==> config.mk <==
export PLATFORM = sky130hd
export DESIGN_NAME = audio_ctl_target
export DESIGN_NICKNAME = d
export VERILOG_FILES = /design/src/rtl/audio_ctl_pkg.sv /design/src/rtl/bus_line_sync.sv /design/src/rtl/frame_ctrl.sv /design/src/rtl/ctl_reg_bank.sv /design/src/rtl/audio_ctl_target.sv
export SDC_FILE = /design/constraint.sdc
export NUM_CORES = 1
export LEC_CHECK = 0
export BUFFER_PORTS_ARGS = -buffer_cell sky130_fd_sc_hd__clkbuf_2
export CORE_MARGIN = 3
export CORE_UTILIZATION = 40
export CTS_CLUSTER_DIAMETER = 120
export DETAILED_ROUTE_END_ITERATION = 6
export GPL_TIMING_DRIVEN = 0
export HOLD_SLACK_MARGIN = 0.05
export SYNTH_ARGS = -nofsm -noshare
export SYNTH_HDL_FRONTEND = slang
export SYNTH_SLANG_ARGS = --single-unit
==> constraint.sdc <==
create_clock -name clk -period 2.21 [get_ports clk]
set_input_delay 0.1105 -clock clk [delete_from_list [all_inputs] [get_ports clk]]
set_output_delay 0.1105 -clock clk [all_outputs]
set_load 0.02 [all_outputs]
==> src/rtl/audio_ctl_pkg.sv <==
package audio_ctl_pkg;

    typedef enum logic [2:0] {
        ST_IDLE,
        ST_ADDR,
        ST_ADDR_ACK,
        ST_SUB,
        ST_SUB_ACK,
        ST_DATA,
        ST_DATA_ACK,
        ST_IGNORE
    } frame_state_t;

    localparam int BYTE_BITS = 8;
    localparam int BIT_CNT_W = $clog2(BYTE_BITS + 1);

endpackage

==> src/rtl/bus_line_sync.sv <==
module bus_line_sync #(
    parameter int STAGES = 2
) (
    input  logic clk,
    input  logic rst_n,
    input  logic scl_in,
    input  logic sda_in,
    output logic scl_s,
    output logic sda_s,
    output logic scl_rise,
    output logic scl_fall,
    output logic start_det,
    output logic stop_det
);

    logic [STAGES-1:0] scl_pipe;
    logic [STAGES-1:0] sda_pipe;
    logic              scl_d;
    logic              sda_d;

    always_ff @(posedge clk or negedge rst_n) begin
        if (!rst_n) begin
            scl_pipe <= '1;
            sda_pipe <= '1;
            scl_d    <= 1'b1;
            sda_d    <= 1'b1;
        end else begin
            scl_pipe <= {scl_pipe[STAGES-2:0], scl_in};
            sda_pipe <= {sda_pipe[STAGES-2:0], sda_in};
            scl_d    <= scl_pipe[STAGES-1];
            sda_d    <= sda_pipe[STAGES-1];
        end
    end

    assign scl_s     = scl_pipe[STAGES-1];
    assign sda_s     = sda_pipe[STAGES-1];
    assign scl_rise  = scl_s & ~scl_d;
    assign scl_fall  = ~scl_s & scl_d;
    assign start_det = scl_s & scl_d & sda_d & ~sda_s;
    assign stop_det  = scl_s & scl_d & ~sda_d & sda_s;


    start_needs_high_clk_chk: assert property (@(posedge clk) disable iff (!rst_n)
        start_det |=> (scl_d && !sda_d));

endmodule

==> src/rtl/frame_ctrl.sv <==
module frame_ctrl
    import audio_ctl_pkg::*;
#(
    parameter int ADDR_W = 7,
    parameter int SEL_W  = 2
) (
    input  logic              clk,
    input  logic              rst_n,
    input  logic [ADDR_W-1:0] dev_addr,
    input  logic              scl_s,
    input  logic              sda_s,
    input  logic              scl_rise,
    input  logic              scl_fall,
    input  logic              start_det,
    input  logic              stop_det,
    output logic              sda_pull,
    output logic              wr_en,
    output logic [SEL_W-1:0]  wr_sel,
    output logic [BYTE_BITS-1:0] wr_data
);

    localparam int PTR_W = SEL_W + 1;

    frame_state_t          state;
    frame_state_t          state_nxt;
    logic [BIT_CNT_W-1:0]  bit_cnt;
    logic [BYTE_BITS-1:0]  shreg;
    logic [PTR_W-1:0]      ptr;
    logic                  inc_en;
    logic                  byte_full;
    logic                  rx_state;
    logic                  addr_ok;

    assign byte_full = (bit_cnt == BIT_CNT_W'(BYTE_BITS));
    assign rx_state  = (state == ST_ADDR) || (state == ST_SUB) || (state == ST_DATA);
    assign addr_ok   = (shreg[BYTE_BITS-1 -: ADDR_W] == dev_addr) && !shreg[0];

    // next-state decision
    always_comb begin
        state_nxt = state;
        if (start_det) begin
            state_nxt = ST_ADDR;
        end else if (stop_det) begin
            state_nxt = ST_IDLE;
        end else begin
            unique case (state)
                ST_IDLE:     state_nxt = ST_IDLE;
                ST_ADDR:     if (byte_full && scl_fall)
                                 state_nxt = addr_ok ? ST_ADDR_ACK : ST_IGNORE;
                ST_ADDR_ACK: if (scl_fall) state_nxt = ST_SUB;
                ST_SUB:      if (byte_full && scl_fall) state_nxt = ST_SUB_ACK;
                ST_SUB_ACK:  if (scl_fall) state_nxt = ST_DATA;
                ST_DATA:     if (byte_full && scl_fall) state_nxt = ST_DATA_ACK;
                ST_DATA_ACK: if (scl_fall) state_nxt = ST_DATA;
                ST_IGNORE:   state_nxt = ST_IGNORE;
                default:     state_nxt = ST_IDLE;
            endcase
        end
    end

    // state register
    always_ff @(posedge clk or negedge rst_n) begin
        if (!rst_n) state <= ST_IDLE;
        else        state <= state_nxt;
    end

    // byte assembly and register pointer
    always_ff @(posedge clk or negedge rst_n) begin
        if (!rst_n) begin
            bit_cnt <= '0;
            shreg   <= '0;
            ptr     <= '0;
            inc_en  <= 1'b0;
        end else begin
            if (start_det || (state_nxt != state)) begin
                bit_cnt <= '0;
            end else if (rx_state && scl_rise && !byte_full) begin
                bit_cnt <= bit_cnt + 1'b1;
                shreg   <= {shreg[BYTE_BITS-2:0], sda_s};
            end
            if (state == ST_SUB && state_nxt == ST_SUB_ACK) begin
                inc_en <= shreg[BYTE_BITS-1];
                ptr    <= {1'b0, shreg[SEL_W-1:0]};
            end else if (state == ST_DATA && state_nxt == ST_DATA_ACK) begin
                if (inc_en && !ptr[PTR_W-1])
                    ptr <= ptr + 1'b1;
            end
        end
    end

    // registered outputs
    always_ff @(posedge clk or negedge rst_n) begin
        if (!rst_n) begin
            sda_pull <= 1'b0;
            wr_en    <= 1'b0;
            wr_sel   <= '0;
            wr_data  <= '0;
        end else begin
            sda_pull <= (state_nxt == ST_ADDR_ACK) || (state_nxt == ST_SUB_ACK) ||
                        (state_nxt == ST_DATA_ACK);
            wr_en    <= (state == ST_DATA) && (state_nxt == ST_DATA_ACK) && !ptr[PTR_W-1];
            wr_sel   <= ptr[SEL_W-1:0];
            wr_data  <= shreg;
        end
    end


    pull_steady_high_chk: assert property (@(posedge clk) disable iff (!rst_n)
        (scl_s && !scl_rise && !start_det && !stop_det) |=> $stable(sda_pull));


    restart_to_addr_chk: assert property (@(posedge clk) disable iff (!rst_n)
        start_det |=> (state == ST_ADDR && bit_cnt == '0));


    stop_to_idle_chk: assert property (@(posedge clk) disable iff (!rst_n)
        (stop_det && !start_det) |=> (state == ST_IDLE && !sda_pull));


    write_from_data_chk: assert property (@(posedge clk) disable iff (!rst_n)
        wr_en |-> (state == ST_DATA_ACK && sda_pull));


    ignore_silent_chk: assert property (@(posedge clk) disable iff (!rst_n)
        (state == ST_IGNORE) |-> (!sda_pull && !wr_en));

endmodule

==> src/rtl/ctl_reg_bank.sv <==
module ctl_reg_bank #(
    parameter int                          NUM_REGS = 4,
    parameter int                          DATA_W   = 8,
    parameter logic [NUM_REGS*DATA_W-1:0]  RST_VEC  = '0,
    localparam int                         IDX_W    = $clog2(NUM_REGS)
) (
    input  logic                       clk,
    input  logic                       rst_n,
    input  logic                       wr_en,
    input  logic [IDX_W-1:0]           wr_sel,
    input  logic [DATA_W-1:0]          wr_data,
    output logic [NUM_REGS*DATA_W-1:0] regs_q,
    output logic                       wr_stb,
    output logic [IDX_W-1:0]           wr_idx
);

    for (genvar g = 0; g < NUM_REGS; g++) begin : g_reg
        always_ff @(posedge clk or negedge rst_n) begin
            if (!rst_n)
                regs_q[g*DATA_W +: DATA_W] <= RST_VEC[g*DATA_W +: DATA_W];
            else if (wr_en && wr_sel == IDX_W'(g))
                regs_q[g*DATA_W +: DATA_W] <= wr_data;
        end
    end

    always_ff @(posedge clk or negedge rst_n) begin
        if (!rst_n) begin
            wr_stb <= 1'b0;
            wr_idx <= '0;
        end else begin
            wr_stb <= wr_en;
            wr_idx <= wr_sel;
        end
    end


    stb_single_chk: assert property (@(posedge clk) disable iff (!rst_n)
        wr_stb |=> !wr_stb);


    hold_without_write_chk: assert property (@(posedge clk) disable iff (!rst_n)
        !wr_en |=> $stable(regs_q));


    stb_shows_value_chk: assert property (@(posedge clk) disable iff (!rst_n)
        wr_en |=> (wr_stb && regs_q[wr_idx*DATA_W +: DATA_W] == $past(wr_data)));

endmodule

==> src/rtl/audio_ctl_target.sv <==
module audio_ctl_target #(
    parameter logic [6:0] DEV_ADDR_BASE = 7'h40,
    parameter logic [7:0] MODE_RST      = 8'h00,
    parameter logic [7:0] SPACE_RST     = 8'h20,
    parameter logic [7:0] CENTER_RST    = 8'h20,
    parameter logic [7:0] INLVL_RST     = 8'h40,
    parameter int         SYNC_STAGES   = 2
) (
    input  logic       clk,
    input  logic       rst_n,
    input  logic       scl_in,
    input  logic       sda_in,
    input  logic       addr_strap,
    output logic       sda_pull,
    output logic [7:0] mode_q,
    output logic [7:0] space_q,
    output logic [7:0] center_q,
    output logic [7:0] inlvl_q,
    output logic       wr_stb,
    output logic [1:0] wr_idx
);

    localparam int NUM_REGS = 4;
    localparam int DATA_W   = 8;
    localparam logic [NUM_REGS*DATA_W-1:0] RST_VEC =
        {INLVL_RST, CENTER_RST, SPACE_RST, MODE_RST};

    logic                       scl_s, sda_s, scl_rise, scl_fall, start_det, stop_det;
    logic                       wr_en;
    logic [1:0]                 wr_sel;
    logic [DATA_W-1:0]          wr_data;
    logic [NUM_REGS*DATA_W-1:0] regs_q;
    logic [6:0]                 dev_addr;

    assign dev_addr = DEV_ADDR_BASE | {6'b0, addr_strap};

    bus_line_sync #(.STAGES(SYNC_STAGES)) u_sync (
        .clk(clk), .rst_n(rst_n), .scl_in(scl_in), .sda_in(sda_in),
        .scl_s(scl_s), .sda_s(sda_s), .scl_rise(scl_rise), .scl_fall(scl_fall),
        .start_det(start_det), .stop_det(stop_det)
    );

    frame_ctrl #(.ADDR_W(7), .SEL_W(2)) u_ctrl (
        .clk(clk), .rst_n(rst_n), .dev_addr(dev_addr),
        .scl_s(scl_s), .sda_s(sda_s), .scl_rise(scl_rise), .scl_fall(scl_fall),
        .start_det(start_det), .stop_det(stop_det),
        .sda_pull(sda_pull), .wr_en(wr_en), .wr_sel(wr_sel), .wr_data(wr_data)
    );

    ctl_reg_bank #(.NUM_REGS(NUM_REGS), .DATA_W(DATA_W), .RST_VEC(RST_VEC)) u_bank (
        .clk(clk), .rst_n(rst_n), .wr_en(wr_en), .wr_sel(wr_sel), .wr_data(wr_data),
        .regs_q(regs_q), .wr_stb(wr_stb), .wr_idx(wr_idx)
    );

    assign mode_q   = regs_q[0*DATA_W +: DATA_W];
    assign space_q  = regs_q[1*DATA_W +: DATA_W];
    assign center_q = regs_q[2*DATA_W +: DATA_W];
    assign inlvl_q  = regs_q[3*DATA_W +: DATA_W];

endmodule

==> impl_metrics.tcl, run 1 <==
set metrics [dict create \
    rsz0062_at_grt "no" \
    mostFrequentLayoutCell "dfrtp_1" \
    ant_nets 0 \
    drive_gt1_share_pct 42.7 \
    timing_hold_violations_final 0 \
    timing.rr.end "u_ctrl.ptr[1]" \
    ff_latch_area_mm2 0.00181 \
    r2r_cells 8 \
    num-fill-cells 581 \
    synthesis.area_mm2 0.00282 \
    clock-root-buffer "clkbuf_8" \
    post_synth_num_cell_types 39 \
    worst_hold_path_type "in2async" \
    grt_util_met2_pct 19.5 \
    synth-seq-cells 72 \
    power_density_mw_per_mm2 733 \
    ys_seq_area_share_pct 64.3 \
    coreArea_mm2 0.00657 \
    relSlewSlack_pct 54.3 \
    die_h_um 89.9 \
    slew_viol_final 0 \
    crit_chain "inv_1 > ha_1 > nand3b_4 > nor3_4 > and4bb_4 > nand2_2 > mux2_4 > mux2_4" \
    drc 0 \
    vdd_drop_max_v 0.000419 \
    crit_path_top_delay_cell "dfrtp_1" \
    avgSynthCellArea_um2 13.6 \
    min_period_over_period_pct 94.5 \
    clockBufferDepth 2 \
    via_count 1745 \
    cts_buffers 9 \
    outcome "completed" \
    grt_use_met1_pct 17.2 \
    synth-main-ff-cell "dfrtp_1" \
    fin_crit_ns 2.09 \
    initial_core_util_pct 42.9 \
    end_kind "register" \
    antenna_cells 0 \
    utilization_pct 51.9 \
    setup_viol 0 \
    maxCapViolations 0 \
    viasPerCell 4.85 \
    first_pass_iters 4 \
    worst_pin_slew_ns 0.683 \
    antenna_found_initial 0 \
    synth_edf_count 0 \
    clk_pin_slew_ns 0.08 \
    cp.arrival_ns 2.32 \
    r2r_slack_ns 0.12 \
    fin_skew_ns 0.0140 \
    port-buffer-count 40 \
    drt_iter0_markers 51 \
    p_leak_nw 1.76 \
    syn_to_final_growth_pct 20.9 \
    fp-row-count 29 \
    hold_ws_ns 0.196 \
    cts.sinks 72 \
    grt_max_degree 55 \
    multi_input_area_um2 986 \
    finalWirelength_um 4980 \
    grt_pass1_vias 1734 \
    design.die.area_mm2 0.00809 \
    final_nets 270 \
    max_freq_mhz 479 \
    synth-async-reset-ratio_pct 100 \
    ys_warn_count 0 \
    worstSetupStartpointType "register" \
    synth_nets 215 \
    ios 41 \
    gp_congestion 0.750 \
    worst-path-max-fanout 5 \
    wire_per_inst_um 13.8 \
    grt_pass1_wl_um 8490 \
    worstSkewPairLatency_ns 0.35 \
    htreeDepth 3 \
    track_usage_pct 13.3 \
    r2r-start "u_ctrl.bit_cnt[0]" \
    grt_overflow 0 \
    cp.required_ns 2.44 \
    path_class "reg2reg" \
    grt_busiest_layer "met2" \
    cts_tree "built" \
    crit_top_cell "mux2_4" \
    synthCells 207 \
    die_w_um 89.9 \
    dp_hpwl_um 3400 \
    max_stage_delay_ns 0.43 \
    met3_usage_pct 6.34 \
    layout_common_cells "dfrtp_1 (63), clkbuf_2 (40), nand2_1 (35)" \
]
[area by class of cell]
class	instances	share of cell area (%)
plain buffers	3	0.367
repair buffers	44	7.64
inverters	6	0.661
clock buffers	10	3.75
flip-flops and latches	72	53.2
well taps	93	3.42
clock inverters	6	1.98
multi-input cells	126	28.9
[synth_stat cells, types with 2 or more instances]
cell | n | area share (%)
dfstp_2 | 9 | 8.4
inv_1 | 5 | 0.67
nand3b_1 | 2 | 0.53
mux2_2 | 34 | 14
o21ai_0 | 4 | 0.71
nor2_1 | 5 | 0.67
o21a_1 | 2 | 0.53
nor3_1 | 2 | 0.36
xnor2_1 | 5 | 1.6
nand2_1 | 35 | 4.7
nand2b_1 | 2 | 0.44
mux2_4 | 2 | 1.1
nand3_1 | 4 | 0.71
clkbuf_1 | 2 | 0.27
a21oi_1 | 4 | 0.71
a31oi_1 | 3 | 0.67
ha_1 | 3 | 1.3
dfrtp_1 | 63 | 56
[stage by stage]
step,std cells,cell area (µm²),setup slack (ns),power [W],TNS [ns]
final,360,3410,0.121,0.00250,0
after global routing,360,3410,0.0276,0.00263,0
after CTS,360,3400,0.0630,0.00254,0
after detailed placement,341,3160,-0.0251,0.00151,-0.0468
after global placement,340,3130,0.0278,0.00150,0
after floorplan,207,2820,0.280,0.00145,0
[critical path: cells and delay by family (launching register included)]
kind,cells,cell delay [ns]
and+or+nand+nor,4,0.73
muxes,2,0.54
DFF,1,0.43
adders and majority gates,1,0.19
buffers and inverters,1,0.08
[report_power, final]
| group | switching (W) | internal, W |
|---|---|---|
| clock network | 0.000484 | 0.000525 |
| logic | 0.0000556 | 0.0000354 |
| registers | 0.0000426 | 0.00135 |
[cell families after synthesis]
logic type | count (synthesis) | share of synthesized area (%)
DFF | 72 | 64.3
buffers and inverters | 9 | 1.24
muxes | 36 | 14.7
adders and majority gates | 3 | 1.33
and+or+nand+nor | 63 | 12.4
AOI/OAI and AO/OA | 19 | 4.44
xor gates and xnor gates | 5 | 1.55
[metal layers]
layer	share of wire (%)	vias to the layer above
met1	48	861
met5	0	-
met2	46	48
li1	-	828
met3	5.0	8
met4	1.7	0
[sequential cells by signal, summed over array words and instances (netlist names)]
signal,flops
u_bank.regs_q,32
u_ctrl.shreg,8
u_ctrl.wr_data,8
u_ctrl.bit_cnt,4
u_ctrl.ptr,3
u_ctrl.state,3
u_bank.wr_idx,2
u_ctrl.wr_sel,2
u_sync.scl_pipe,2
u_sync.sda_pipe,2
u_bank.wr_stb,1
u_ctrl.inc_en,1
u_ctrl.sda_pull,1
u_ctrl.wr_en,1
u_sync.scl_d,1
u_sync.sda_d,1
[timing repair]
action,in CTS,in global routing
setup endpoints to repair,2,4
setup buffers,0,0
pin swaps,0,0
hold buffers,3,0
endpoints found under the hold margin,71,0
gates resized for setup,1,1
[how the worst max path moves through the flow]
stage / startpoint / end / slack (ns) / cells past startpoint
floorplan: u_ctrl.bit_cnt[0] / u_ctrl.ptr[1] / 0.28 / 8
global placement: u_ctrl.bit_cnt[0] / u_ctrl.bit_cnt[0] / 0.03 / 8
detailed placement: u_ctrl.bit_cnt[0] / u_ctrl.bit_cnt[0] / -0.03 / 8
CTS: u_ctrl.bit_cnt[0] / u_ctrl.bit_cnt[0] / 0.06 / 8
global route: u_ctrl.bit_cnt[0] / u_ctrl.ptr[1] / 0.03 / 8
finish: u_ctrl.bit_cnt[0] / u_ctrl.ptr[1] / 0.12 / 8
No activity file was read; power rests on OpenSTA's default activity.
==> run 2, diff against run 1 <==
--- a/config.mk
+++ b/config.mk
@@ -5,6 +5,7 @@
 export SDC_FILE = /design/constraint.sdc
 export NUM_CORES = 1
 export LEC_CHECK = 0
+export ABC_AREA = 1
 export BUFFER_PORTS_ARGS = -buffer_cell sky130_fd_sc_hd__clkbuf_2
 export CORE_MARGIN = 3
 export CORE_UTILIZATION = 40
==> impl_metrics.tcl, run 2 <==
set metrics [dict create \
    coreArea_mm2 0.00687 \
    crit_top_cell "nand2_1" \
    clock-root-buffer "clkbuf_8" \
    fp-row-count 30 \
    cp.arrival_ns 2.16 \
    post_cts_resized 0 \
    end_kind "register" \
    synth-main-ff-cell "dfrtp_1" \
    grt_busiest_layer "met2" \
    antenna_cells 0 \
    synth-seq-cells 72 \
    grt_use_met1_pct 17.4 \
    first_pass_iters 4 \
    htreeDepth 3 \
    mostFrequentLayoutCell "nand2_1" \
    fin_crit_ns 1.89 \
    synthCells 297 \
    viasPerCell 4.60 \
    drc 0 \
    cp_top_family "simple AND/OR/NAND/NOR gates" \
    stdcell_count 453 \
    setup_viol 0 \
    crit_path_top_delay_cell "dfrtp_1" \
    relSlewSlack_pct 75.6 \
    cts.sinks 72 \
    met3_usage_pct 6.17 \
    hold_buffers 3 \
    clockBufferDepth 2 \
    p_sw_w 0.000779 \
    clk_pin_slew_ns 0.08 \
    design.die.area_mm2 0.00824 \
    timing_hold_violations_final 0 \
    synthTopCellsByArea "dfrtp_1 (55%), nand2_1 (11%), dfstp_2 (8.2%)" \
    power_density_mw_per_mm2 823 \
    ys_warn_count 0 \
    synth_top_area_share_pct 54.8 \
    drt_iter0_markers 96 \
    max_freq_mhz 530 \
    port-buffer-count 40 \
    via_count 2085 \
    ant_nets 0 \
    slew_viol_final 0 \
    outcome "completed" \
    avgSynthCellArea_um2 9.69 \
    grt_pass1_wl_um 9520 \
    synth_edf_count 0 \
    antenna_found_initial 0 \
    synthesis.area_mm2 0.00288 \
    p_leak_nw 1.75 \
    maxCapViolations 0 \
    worst_hold_path_type "in2async" \
    setup-tns-final_ns 0 \
    p_comb_share_pct 10.8 \
    rsz0062_at_grt "no" \
    track_usage_pct 14.5 \
    p_seq_share_pct 53.4 \
    cp.required_ns 2.48 \
    synth-async-reset-ratio_pct 100 \
    syn_to_final_growth_pct 20.1 \
    max_stage_delay_ns 0.42 \
    critPathBufInv 1 \
    top_register "u_bank.regs_q" \
    worst-path-max-fanout 4 \
    vdd_drop_max_v 0.000442 \
    ios 41 \
    worstSkewPairLatency_ns 0.34 \
    finalWirelength_um 5310 \
    p_int_w 0.00206 \
    post_cts_buffers 0 \
    synth_nets 305 \
    layout_common_cells "nand2_1 (82), dfrtp_1 (63), o21ai_0 (41)" \
    die_h_um 90.8 \
    path_class "reg2reg" \
    cts_tree "built" \
    clockPowerShare_pct 35.9 \
    yosysMostFrequentCell "nand2_1" \
    grt_overflow 0 \
    synth.cells.most_frequent "nand2_1 (82), dfrtp_1 (63), o21ai_0 (41)" \
    fin_skew_ns 0.00820 \
    switching_share_pct 27.4 \
    final_nets 360 \
    cts_buffers 9 \
    worst_pin_slew_ns 0.365 \
    grt_pass1_vias 2088 \
    crit_chain "inv_1 > ha_1 > nand2_1 > nor2_1 > nand2_1 > nand2_1 > nand3_1 > nand2_2 > nand2_1 > nand2_2 > nand2_2 > nor2_2 > nand3_1 > nand2_1" \
    min_period_over_period_pct 85.4 \
    largest_reg_flops 32 \
    wire_per_inst_um 11.7 \
    dpl.cell_count 434 \
    initial_core_util_pct 41.9 \
    worstSetupStartpointType "register" \
    grt_util_met2_pct 23.8 \
    post_synth_num_cell_types 25 \
    dp_hpwl_um 3930 \
    drive_gt1_share_pct 26.9 \
    yosys.area.top_type "dfrtp_1" \
    grt_max_degree 49 \
    gp_congestion 0.793 \
    ys_seq_area_share_pct 63.0 \
    reg_top3 "u_bank.regs_q x32, u_ctrl.shreg x8, u_ctrl.wr_data x8" \
    die_w_um 90.8 \
]
## run 2: cell count changes after synthesis, moves of 8 or more
cell,delta
nand2_1,+47
o21ai_0,+37
inv_2,+8
inv_1,+21
mux2_2,-33
nand3_1,+11
## run 2: stage by stage
step | total power [W] | utilization, % | worst slack, ns | hold WS [ns] | cell area [µm²]
6_report | 0.00284 | 50.3 | 0.322 | 0.255 | 3450
5_1_grt | 0.00303 | 50.3 | 0.0826 | 0.272 | 3450
4_1_cts | 0.00289 | 50.3 | 0.296 | 0.239 | 3450
3_5_place_dp | 0.00185 | 47.0 | 0.334 | 0.0771 | 3230
3_3_place_gp | 0.00183 | 46.5 | 0.375 | 0.199 | 3200
2_1_floorplan | 0.00173 | - | 0.608 | -0.185 | 2880
## run 2: cell type report
type                            count  area, µm²
Inverter                           36        135
Timing Repair Buffer               44        260
Fill cell                         684       3420
Tap cell                           96        120
Multi-Input combinational cell    184        908
Clock buffer                       10        128
Clock inverter                      6       68.8
Buffer                              5       20.0
Sequential cell                    72       1810
## run 2: final timing paths
path	start	cells after the start	to	slack, ns
setup / recovery	u_ctrl.bit_cnt[0]	14	u_ctrl.bit_cnt[1]	0.32
hold / removal	rst_n	2	u_bank.regs_q[5]	0.26
setup reg to reg	u_ctrl.bit_cnt[0]	14	u_ctrl.bit_cnt[1]	0.32
hold reg to reg	u_sync.scl_pipe[0]	0	u_sync.scl_pipe[1]	0.36
max in group asynchronous	rst_n	3	u_sync.scl_pipe[0]	1.34
min in group clk	u_sync.scl_pipe[0]	0	u_sync.scl_pipe[1]	0.36
## run 2: logic make-up (layout without fill, tap and decap cells)
| kind of cell | Yosys count | in the layout | synth area share [%] |
|---|---|---|---|
| AOI/OAI and AO/OA | 47 | 47 | 8.92 |
| xor gates and xnor gates | 2 | 2 | 0.609 |
| adders and majority gates | 3 | 3 | 1.31 |
| buffers and inverters | 41 | 101 | 5.39 |
| DFF | 72 | 72 | 63.0 |
| muxes | 2 | 2 | 0.739 |
| and+or+nand+nor | 130 | 130 | 20.0 |
## run 2: metal layers
metal,up-vias,wire (µm)
li1,1061,-
met1,970,2470
met2,52,2480
met3,2,341
met4,0,23
met5,-,0
## run 2: power by group through the flow
stage	Sequential (W)	Combinational, W	Clock (W)
final	0.00152	0.000306	0.00102
after detailed placement	0.00154	0.000309	0
after CTS	0.00152	0.000314	0.00106
after floorplan	0.00152	0.000212	0
after global routing	0.00154	0.000370	0.00112
after global placement	0.00154	0.000295	0
## run 2: worst reg2reg max path: cells and delay by family, from the launching register on
| family | cells | cell delay [ns] |
|---|---|---|
| flops | 1 | 0.42 |
| simple gates | 12 | 1.13 |
| buf+inv | 1 | 0.09 |
| fa+ha+maj | 1 | 0.18 |
